==> src/rtl/tmr_pkg.sv <==
package tmr_pkg;

    // Per-channel compare configuration, 3 bits, interrupt enable in the LSB.
    typedef struct packed {
        logic halt;
        logic restart;
        logic irq_en;
    } cmp_cfg_t;

    // Per-channel capture configuration, 3 bits, rising select in the LSB.
    typedef struct packed {
        logic irq_en;
        logic on_fall;
        logic on_rise;
    } cap_cfg_t;

    localparam int ADDR_W = 4;

    typedef enum logic [ADDR_W-1:0] {
        REG_CTRL  = 4'd0,
        REG_STAT  = 4'd1,
        REG_COUNT = 4'd2,
        REG_CMPC  = 4'd3,
        REG_CAPC  = 4'd4
    } reg_addr_e;

    localparam int CTRL_RUN  = 0;
    localparam int CTRL_HOLD = 1;

    function automatic logic [ADDR_W-1:0] cmp_val_addr(input int idx);
        return ADDR_W'(8 + idx);
    endfunction

    function automatic logic [ADDR_W-1:0] cap_val_addr(input int idx);
        return ADDR_W'(12 + idx);
    endfunction

endpackage

==> src/rtl/tmr_counter.sv <==
module tmr_counter
    import tmr_pkg::*;
#(
    parameter int CNT_W   = 32,
    parameter int N_MATCH = 4
) (
    input  logic                            clk,
    input  logic                            rst,
    input  logic                            ctrl_wr,
    input  logic                            ctrl_run_d,
    input  logic                            ctrl_hold_d,
    input  logic [N_MATCH-1:0][CNT_W-1:0]   cmp_val,
    input  cmp_cfg_t [N_MATCH-1:0]          cmp_cfg,
    output logic [CNT_W-1:0]                count_q,
    output logic                            run_q,
    output logic                            hold_q,
    output logic [N_MATCH-1:0]              cmp_flag_set
);

    logic [N_MATCH-1:0] hit, want_restart, want_halt;
    logic               restart_any, halt_any, active;
    logic [CNT_W-1:0]   count_d;
    logic               run_d, hold_d;

    assign active = run_q && !hold_q;

    for (genvar i = 0; i < N_MATCH; i++) begin : g_cmp
        assign hit[i]          = active && (count_q == cmp_val[i]);
        assign want_restart[i] = hit[i] && cmp_cfg[i].restart;
        assign want_halt[i]    = hit[i] && cmp_cfg[i].halt;
        assign cmp_flag_set[i] = hit[i] && cmp_cfg[i].irq_en;
    end

    assign restart_any = |want_restart;
    assign halt_any    = |want_halt;

    always_comb begin
        count_d = count_q;
        if (hold_q) begin
            count_d = '0;
        end else if (run_q) begin
            if (restart_any)   count_d = '0;
            else if (halt_any) count_d = count_q;
            else               count_d = count_q + 1'b1;
        end
    end

    always_comb begin
        run_d  = ctrl_wr ? ctrl_run_d  : run_q;
        hold_d = ctrl_wr ? ctrl_hold_d : hold_q;
        if (halt_any) run_d = 1'b0;
    end

    always_ff @(posedge clk) begin
        if (rst) begin
            count_q <= '0;
            run_q   <= 1'b0;
            hold_q  <= 1'b0;
        end else begin
            count_q <= count_d;
            run_q   <= run_d;
            hold_q  <= hold_d;
        end
    end

    p_hold_off_r2: assert property (@(posedge clk) disable iff (rst)
        (!run_q && !hold_q) |=> (count_q == $past(count_q)));

    p_restart_zero_r4: assert property (@(posedge clk) disable iff (rst)
        (active && restart_any) |=> (count_q == '0));

    p_hold_zero_r5: assert property (@(posedge clk) disable iff (rst)
        hold_q |=> (count_q == '0));

    p_halt_clears_run_r6: assert property (@(posedge clk) disable iff (rst)
        halt_any |=> !run_q);

    p_halt_keeps_value_r7: assert property (@(posedge clk) disable iff (rst)
        (halt_any && !restart_any) |=> (count_q == $past(count_q)));

endmodule

==> src/rtl/tmr_capture_chan.sv <==
module tmr_capture_chan
    import tmr_pkg::*;
#(
    parameter int CNT_W       = 32,
    parameter int SYNC_STAGES = 2
) (
    input  logic              clk,
    input  logic              rst,
    input  logic              pin,
    input  cap_cfg_t          cfg,
    input  logic [CNT_W-1:0]  count,
    output logic [CNT_W-1:0]  cap_q,
    output logic              flag_set
);

    logic [SYNC_STAGES-1:0] sync_q;
    logic                   prev_q, rise, fall, fire;

    always_ff @(posedge clk) begin
        if (rst) begin
            sync_q <= '0;
            prev_q <= 1'b0;
        end else begin
            sync_q <= {sync_q[SYNC_STAGES-2:0], pin};
            prev_q <= sync_q[SYNC_STAGES-1];
        end
    end

    assign rise     = sync_q[SYNC_STAGES-1] && !prev_q;
    assign fall     = !sync_q[SYNC_STAGES-1] && prev_q;
    assign fire     = (rise && cfg.on_rise) || (fall && cfg.on_fall);
    assign flag_set = fire && cfg.irq_en;

    always_ff @(posedge clk) begin
        if (rst)       cap_q <= '0;
        else if (fire) cap_q <= count;
    end

    p_quiet_keeps_r12: assert property (@(posedge clk) disable iff (rst)
        (!cfg.on_rise && !cfg.on_fall) |=> (cap_q == $past(cap_q)));

    p_load_on_fire_r11: assert property (@(posedge clk) disable iff (rst)
        fire |=> (cap_q == $past(count)));

endmodule

==> src/rtl/tmr_status.sv <==
module tmr_status #(
    parameter int W = 8
) (
    input  logic         clk,
    input  logic         rst,
    input  logic [W-1:0] set_in,
    input  logic         clr_wr,
    input  logic [W-1:0] clr_mask,
    output logic [W-1:0] flags_q,
    output logic         irq
);

    logic [W-1:0] clr_eff;

    assign clr_eff = clr_wr ? clr_mask : '0;

    always_ff @(posedge clk) begin
        if (rst) flags_q <= '0;
        else     flags_q <= (flags_q & ~clr_eff) | set_in;
    end

    assign irq = |flags_q;

    for (genvar i = 0; i < W; i++) begin : g_chk
        p_w1c_clears_r10: assert property (@(posedge clk) disable iff (rst)
            (clr_wr && clr_mask[i] && !set_in[i]) |=> !flags_q[i]);
        p_sticky_r10: assert property (@(posedge clk) disable iff (rst)
            (flags_q[i] && !(clr_wr && clr_mask[i])) |=> flags_q[i]);
        p_set_lands_r3: assert property (@(posedge clk) disable iff (rst)
            set_in[i] |=> flags_q[i]);
    end

endmodule

==> src/rtl/match_capture_timer.sv <==
module match_capture_timer
    import tmr_pkg::*;
#(
    parameter int CNT_W       = 32,
    parameter int N_MATCH     = 4,
    parameter int N_CAP       = 4,
    parameter int SYNC_STAGES = 2
) (
    input  logic              clk,
    input  logic              rst,
    input  logic              wr_en,
    input  logic [3:0]        wr_addr,
    input  logic [CNT_W-1:0]  wr_data,
    input  logic [3:0]        rd_addr,
    output logic [CNT_W-1:0]  rd_data,
    input  logic [N_CAP-1:0]  cap_in,
    output logic              irq
);

    localparam int ST_W   = N_MATCH + N_CAP;
    localparam int CMPC_W = 3 * N_MATCH;
    localparam int CAPC_W = 3 * N_CAP;

    logic [N_MATCH-1:0][CNT_W-1:0] cmp_val_q;
    cmp_cfg_t [N_MATCH-1:0]        cmp_cfg_q;
    cap_cfg_t [N_CAP-1:0]          cap_cfg_q;
    logic [N_CAP-1:0][CNT_W-1:0]   cap_val;
    logic [N_CAP-1:0]              cap_set;
    logic [N_MATCH-1:0]            cmp_set;
    logic [CNT_W-1:0]              count;
    logic                          run_q, hold_q;
    logic [ST_W-1:0]               flags;
    logic                          ctrl_wr, stat_wr;

    assign ctrl_wr = wr_en && (wr_addr == REG_CTRL);
    assign stat_wr = wr_en && (wr_addr == REG_STAT);

    always_ff @(posedge clk) begin
        if (rst) begin
            cmp_cfg_q <= '0;
            cap_cfg_q <= '0;
        end else if (wr_en) begin
            if (wr_addr == REG_CMPC) cmp_cfg_q <= wr_data[CMPC_W-1:0];
            if (wr_addr == REG_CAPC) cap_cfg_q <= wr_data[CAPC_W-1:0];
        end
    end

    for (genvar i = 0; i < N_MATCH; i++) begin : g_cmp_reg
        always_ff @(posedge clk) begin
            if (rst)
                cmp_val_q[i] <= '0;
            else if (wr_en && wr_addr == cmp_val_addr(i))
                cmp_val_q[i] <= wr_data;
        end
    end

    tmr_counter #(.CNT_W(CNT_W), .N_MATCH(N_MATCH)) u_counter (
        .clk          (clk),
        .rst          (rst),
        .ctrl_wr      (ctrl_wr),
        .ctrl_run_d   (wr_data[CTRL_RUN]),
        .ctrl_hold_d  (wr_data[CTRL_HOLD]),
        .cmp_val      (cmp_val_q),
        .cmp_cfg      (cmp_cfg_q),
        .count_q      (count),
        .run_q        (run_q),
        .hold_q       (hold_q),
        .cmp_flag_set (cmp_set)
    );

    for (genvar i = 0; i < N_CAP; i++) begin : g_cap
        tmr_capture_chan #(.CNT_W(CNT_W), .SYNC_STAGES(SYNC_STAGES)) u_cap (
            .clk      (clk),
            .rst      (rst),
            .pin      (cap_in[i]),
            .cfg      (cap_cfg_q[i]),
            .count    (count),
            .cap_q    (cap_val[i]),
            .flag_set (cap_set[i])
        );
    end

    tmr_status #(.W(ST_W)) u_status (
        .clk      (clk),
        .rst      (rst),
        .set_in   ({cap_set, cmp_set}),
        .clr_wr   (stat_wr),
        .clr_mask (wr_data[ST_W-1:0]),
        .flags_q  (flags),
        .irq      (irq)
    );

    always_comb begin
        rd_data = '0;
        case (rd_addr)
            REG_CTRL:  begin
                rd_data[CTRL_RUN]  = run_q;
                rd_data[CTRL_HOLD] = hold_q;
            end
            REG_STAT:  rd_data[ST_W-1:0]   = flags;
            REG_COUNT: rd_data             = count;
            REG_CMPC:  rd_data[CMPC_W-1:0] = cmp_cfg_q;
            REG_CAPC:  rd_data[CAPC_W-1:0] = cap_cfg_q;
            default: begin
                for (int i = 0; i < N_MATCH; i++)
                    if (rd_addr == cmp_val_addr(i)) rd_data = cmp_val_q[i];
                for (int i = 0; i < N_CAP; i++)
                    if (rd_addr == cap_val_addr(i)) rd_data = cap_val[i];
            end
        endcase
    end

    p_irq_tracks_flags_r9: assert property (@(posedge clk) disable iff (rst)
        (stat_wr && (wr_data[ST_W-1:0] == {ST_W{1'b1}}) && !(|{cap_set, cmp_set}))
        |=> !irq);

endmodule

==> config.mk <==
export PLATFORM = sky130hd
export DESIGN_NAME = match_capture_timer
export DESIGN_NICKNAME = d
export VERILOG_FILES = /design/src/rtl/tmr_pkg.sv /design/src/rtl/tmr_counter.sv /design/src/rtl/tmr_capture_chan.sv /design/src/rtl/tmr_status.sv /design/src/rtl/match_capture_timer.sv
export SDC_FILE = /design/constraint.sdc
export NUM_CORES = 1
export LEC_CHECK = 0
export ABC_AREA = 0
export BUFFER_PORTS_ARGS = -buffer_cell sky130_fd_sc_hd__clkbuf_2
export CAP_MARGIN = 30
export CORE_MARGIN = 1.5
export CORE_UTILIZATION = 55
export DETAILED_ROUTE_END_ITERATION = 12
export PLACE_DENSITY = 0.76
export SETUP_SLACK_MARGIN = 0.4
export SLEW_MARGIN = 30
export SYNTH_ARGS = -nofsm -noshare
export SYNTH_HDL_FRONTEND = slang
export SYNTH_SLANG_ARGS = --single-unit
==> constraint.sdc <==
create_clock -name clk -period 2.4 [get_ports clk]
set_clock_uncertainty 0.1 [all_clocks]
set_input_delay 0.48 -clock clk [delete_from_list [all_inputs] [get_ports clk]]
set_output_delay 0.48 -clock clk [all_outputs]
set_load 0.005 [all_outputs]
==> summary.md <==
| Metric | Value |
|---|---|
| Die Area | 29,200 sq um |
| Initial DRT Pass Iterations | 11 |
| Critical Path AT | 2310 ps |
| Largest stage delay on the critical path | 640 ps |
| Antenna Nets Post-Route | 0 |
| EDFF count, synth | 0 |
| First-pass GRT wire length | 105 mm |
| Crit start category | input port |
| Register area share after synthesis | 0.432 |
| Via count | 18,100 |
| Yosys cell types | 53 |
| Routed WL | 75.7 mm |
| Global router's overall resource usage | 0.492 |
| FFs w/ async S/R, synth | 0 |
| Setup WS post-layout | -493 ps |
| Reg clk slew, reported paths | 60 ps |
| Core ar. | 27,800 sq um |
| Setup CP Type | in -> out |
| Count of pins over their slew limit | 0 |
| Congestion Overflow GR | 0 |
| Critical Path, Cell by Cell | clkbuf_16 -> buf_8 -> nor2_4 -> inv_4 -> buf_12 -> buf_8 -> nor3b_4 -> buf_6 -> a22oi_1 -> nand4_1 -> clkbuf_2 |
| Die Y | 171 um |
| Synth Flop Type | dfxtp_1 |
| Tightest Pin Transition | 829 ps |
| Crit Path Max Fanout | 12 |
| Most frequent cells in the layout | nand2_1, dfxtp_1, a21oi_1, buf_4, xnor2_1 |
| DPL Wire Length | 47.3 mm |
| Share of cells above drive strength 1 | 0.300 |
| Rows | 61 |
| Power per cell area | 559 nW/um^2 |
| Avg WL per Cell | 27.7 um |
| Slew HR | 0.447 |
| Layout Nets | 2,368 |
| Critical Path Sink Type | output pin |
| #FFs+latches synth | 334 |
| Failing checks | negative setup slack |
| DR vias/cell | 6.63 |
| Min Hold Slack | 47.3 ps |
| Chip width | 171 um |
| Drt drc | 0 |
| # setup viols final | 64 |
| Status | finished, violations left |
| Vias in the first global route | 16,500 |
| Syn Inst Count | 1,996 |
| CTS H-tree lvls | 2 |
| Worst Path Required | 1820 ps |
| Area contributors post-synth | dfxtp_1, nand2_1, a21oi_1 |
| IO buf count | 79 |
| CTS tree | done |
| Largest net degree at the start of global routing | 114 |
| Cell taking the most area after synthesis | dfxtp_1 |
| Synth Net Count | 2,044 |
| Period utilization | 1.21 |
| Worst min path class | in -> reg |
| MaxCap Viol Count | 0 |
| Initial Util | 0.557 |
| CTS root buffer | clkbuf_16 |
| Max VDD drop | 0.000567 V |
| Setup TNS | -11,810 ps |
| Final hold vios | 0 |
| Synth Warn # | 0 |
| Most common cell after layout, fill and taps aside | nand2_1 |
| Area Overhead vs Synth | 42.5% |
| Most frequent cell on the critical path | buf_8 |
| TritonCTS buffer count | 37 |
| Min cycle time layout | 2890 ps |
| Initial antenna violation count | 1 |
| Mapped cell area | 15,500 sq um |
| Post-synth top area share | 0.432 |
| GP Congestion | 1.08 |
| Clock tree buffer depth | 3 |
| Mean post-synth cell area | 7.76 sq um |
| P_leak | 8.56 nW |
| Clk_lat worst skew | 540 ps |
| RSZ-0062 raised after global routing | yes |
| Initial DRC Count | 3,742 |
| Sinks on Clock Net | 334 |
| Max frequency | 0.346 GHz |
| Slowest cell on the critical path | a22oi_1 |
| IO Pins | 80 |
| Fillers | 1,781 |
[kinds of logic (layout without fill, tap and decap cells)]
kind of cell,Yosys count,in the layout,synth area share
simple gates,861,861,0.241
buf+inv,185,537,0.0482
compound gates,472,472,0.196
other cells,0,2,0
xor+xnor,124,124,0.0701
fa+ha+maj,1,1,0.000808
flops,334,334,0.432
mux,19,19,0.0124
[per-layer routing]
layer / part of all wire / vias up / track usage
met5: 0.0015 / - / 0
met4: 0.053 / 4 / 0.185
met3: 0.18 / 388 / 0.198
met2: 0.41 / 1671 / 0.707
met1: 0.36 / 8488 / 0.659
li1: - / 7535 / -
[report_power, final]
part / leakage [nW] / total [mW] / switching (mW) / internal [mW]
combinational: 5.25 / 0.908 / 0.543 / 0.365
sequential: 2.71 / 5.62 / 0.0441 / 5.57
clock: 0.600 / 5.81 / 2.45 / 3.36
total: 8.56 / 12.3 / 3.04 / 9.30
[cells in the mapped netlist, types with 5 or more instances]
cell type / instances
nand2_1: 578
dfxtp_1: 334
a21oi_1: 277
clkbuf_1: 115
xnor2_1: 76
nor2_1: 71
nand3_1: 48
xor2_1: 48
a22o_1: 47
a221oi_1: 43
a22oi_1: 43
buf_2: 32
nor3_1: 31
nor2b_1: 28
inv_1: 26
nand2b_1: 24
a222oi_1: 23
nand4_1: 23
nor4_1: 21
mux2i_1: 17
buf_1: 9
o21ai_0: 8
nand3b_1: 7
and3_1: 5
nor3b_1: 5
[final timing paths]
| check | start | to | slack (ps) | depth (start not counted) |
|---|---|---|---|---|
| max | rd_addr[0] | rd_data[0] | -490 | 11 |
| min | cap_in[1] | g_cap[1].u_cap.sync_q[0]$_SDFF_PP0_ | 50 | 2 |
| max reg2reg | u_counter.count_q[27]$_SDFFE_PP0P_ | u_counter.count_q[10]$_SDFFE_PP0P_ | -280 | 9 |
| min reg2reg | g_cap[1].u_cap.sync_q[0]$_SDFF_PP0_ | g_cap[1].u_cap.sync_q[1]$_SDFF_PP0_ | 330 | 1 |
[metrics by stage]
stage / utilization / power, mW / std cells / setup WS [ps] / instance area, sq um
after floorplan: - / 6.06 / 1996 / 187 / 16000
after global placement: 0.665 / 6.38 / 2585 / -400 / 18500
after detailed placement: 0.665 / 6.39 / 2585 / -387 / 18500
after CTS: 0.774 / 12.2 / 2703 / -209 / 21500
after global routing: 0.794 / 12.5 / 2726 / -425 / 22100
final: 0.794 / 12.3 / 2728 / -493 / 22100
[sequential cells by signal, indices dropped and copies added (netlist names)]
name,flops
u_status.flags_q,8
cmp_val_q,128
cap_cfg_q,12
u_counter.run_q,1
u_counter.hold_q,1
g_cap.u_cap.cap_q,128
g_cap.u_cap.sync_q,8
g_cap.u_cap.prev_q,4
u_counter.count_q,32
cmp_cfg_q,12
[final cells by class]
class,instances,area (sq um),share of cell area
antenna,2,5.00,0.000227
clock buffer,56,1130,0.0511
clock inverter,11,95.1,0.00431
inverter,26,100,0.00454
multi-input combinational,1477,9350,0.424
sequential,334,6740,0.306
tap,378,473,0.0214
timing repair buffer,444,4170,0.189
[what timing repair did]
item | 4_1_cts | 5_1_grt
endpoints found under the hold margin | 0 | 0
hold buffers | 0 | 0
buffers inserted | 39 | 21
pin swaps | 77 | 57
setup endpoints to repair | 70 | 70
resized for setup | 211 | 81
gates cloned | 12 | 2
[critical path: cells and delay by family]
family | cells | cell delay (ps)
and+or+nand+nor | 3 | 350
buffers and inverters | 7 | 830
AOI/OAI and AO/OA | 1 | 640
(Power assumes the default switching activity.)
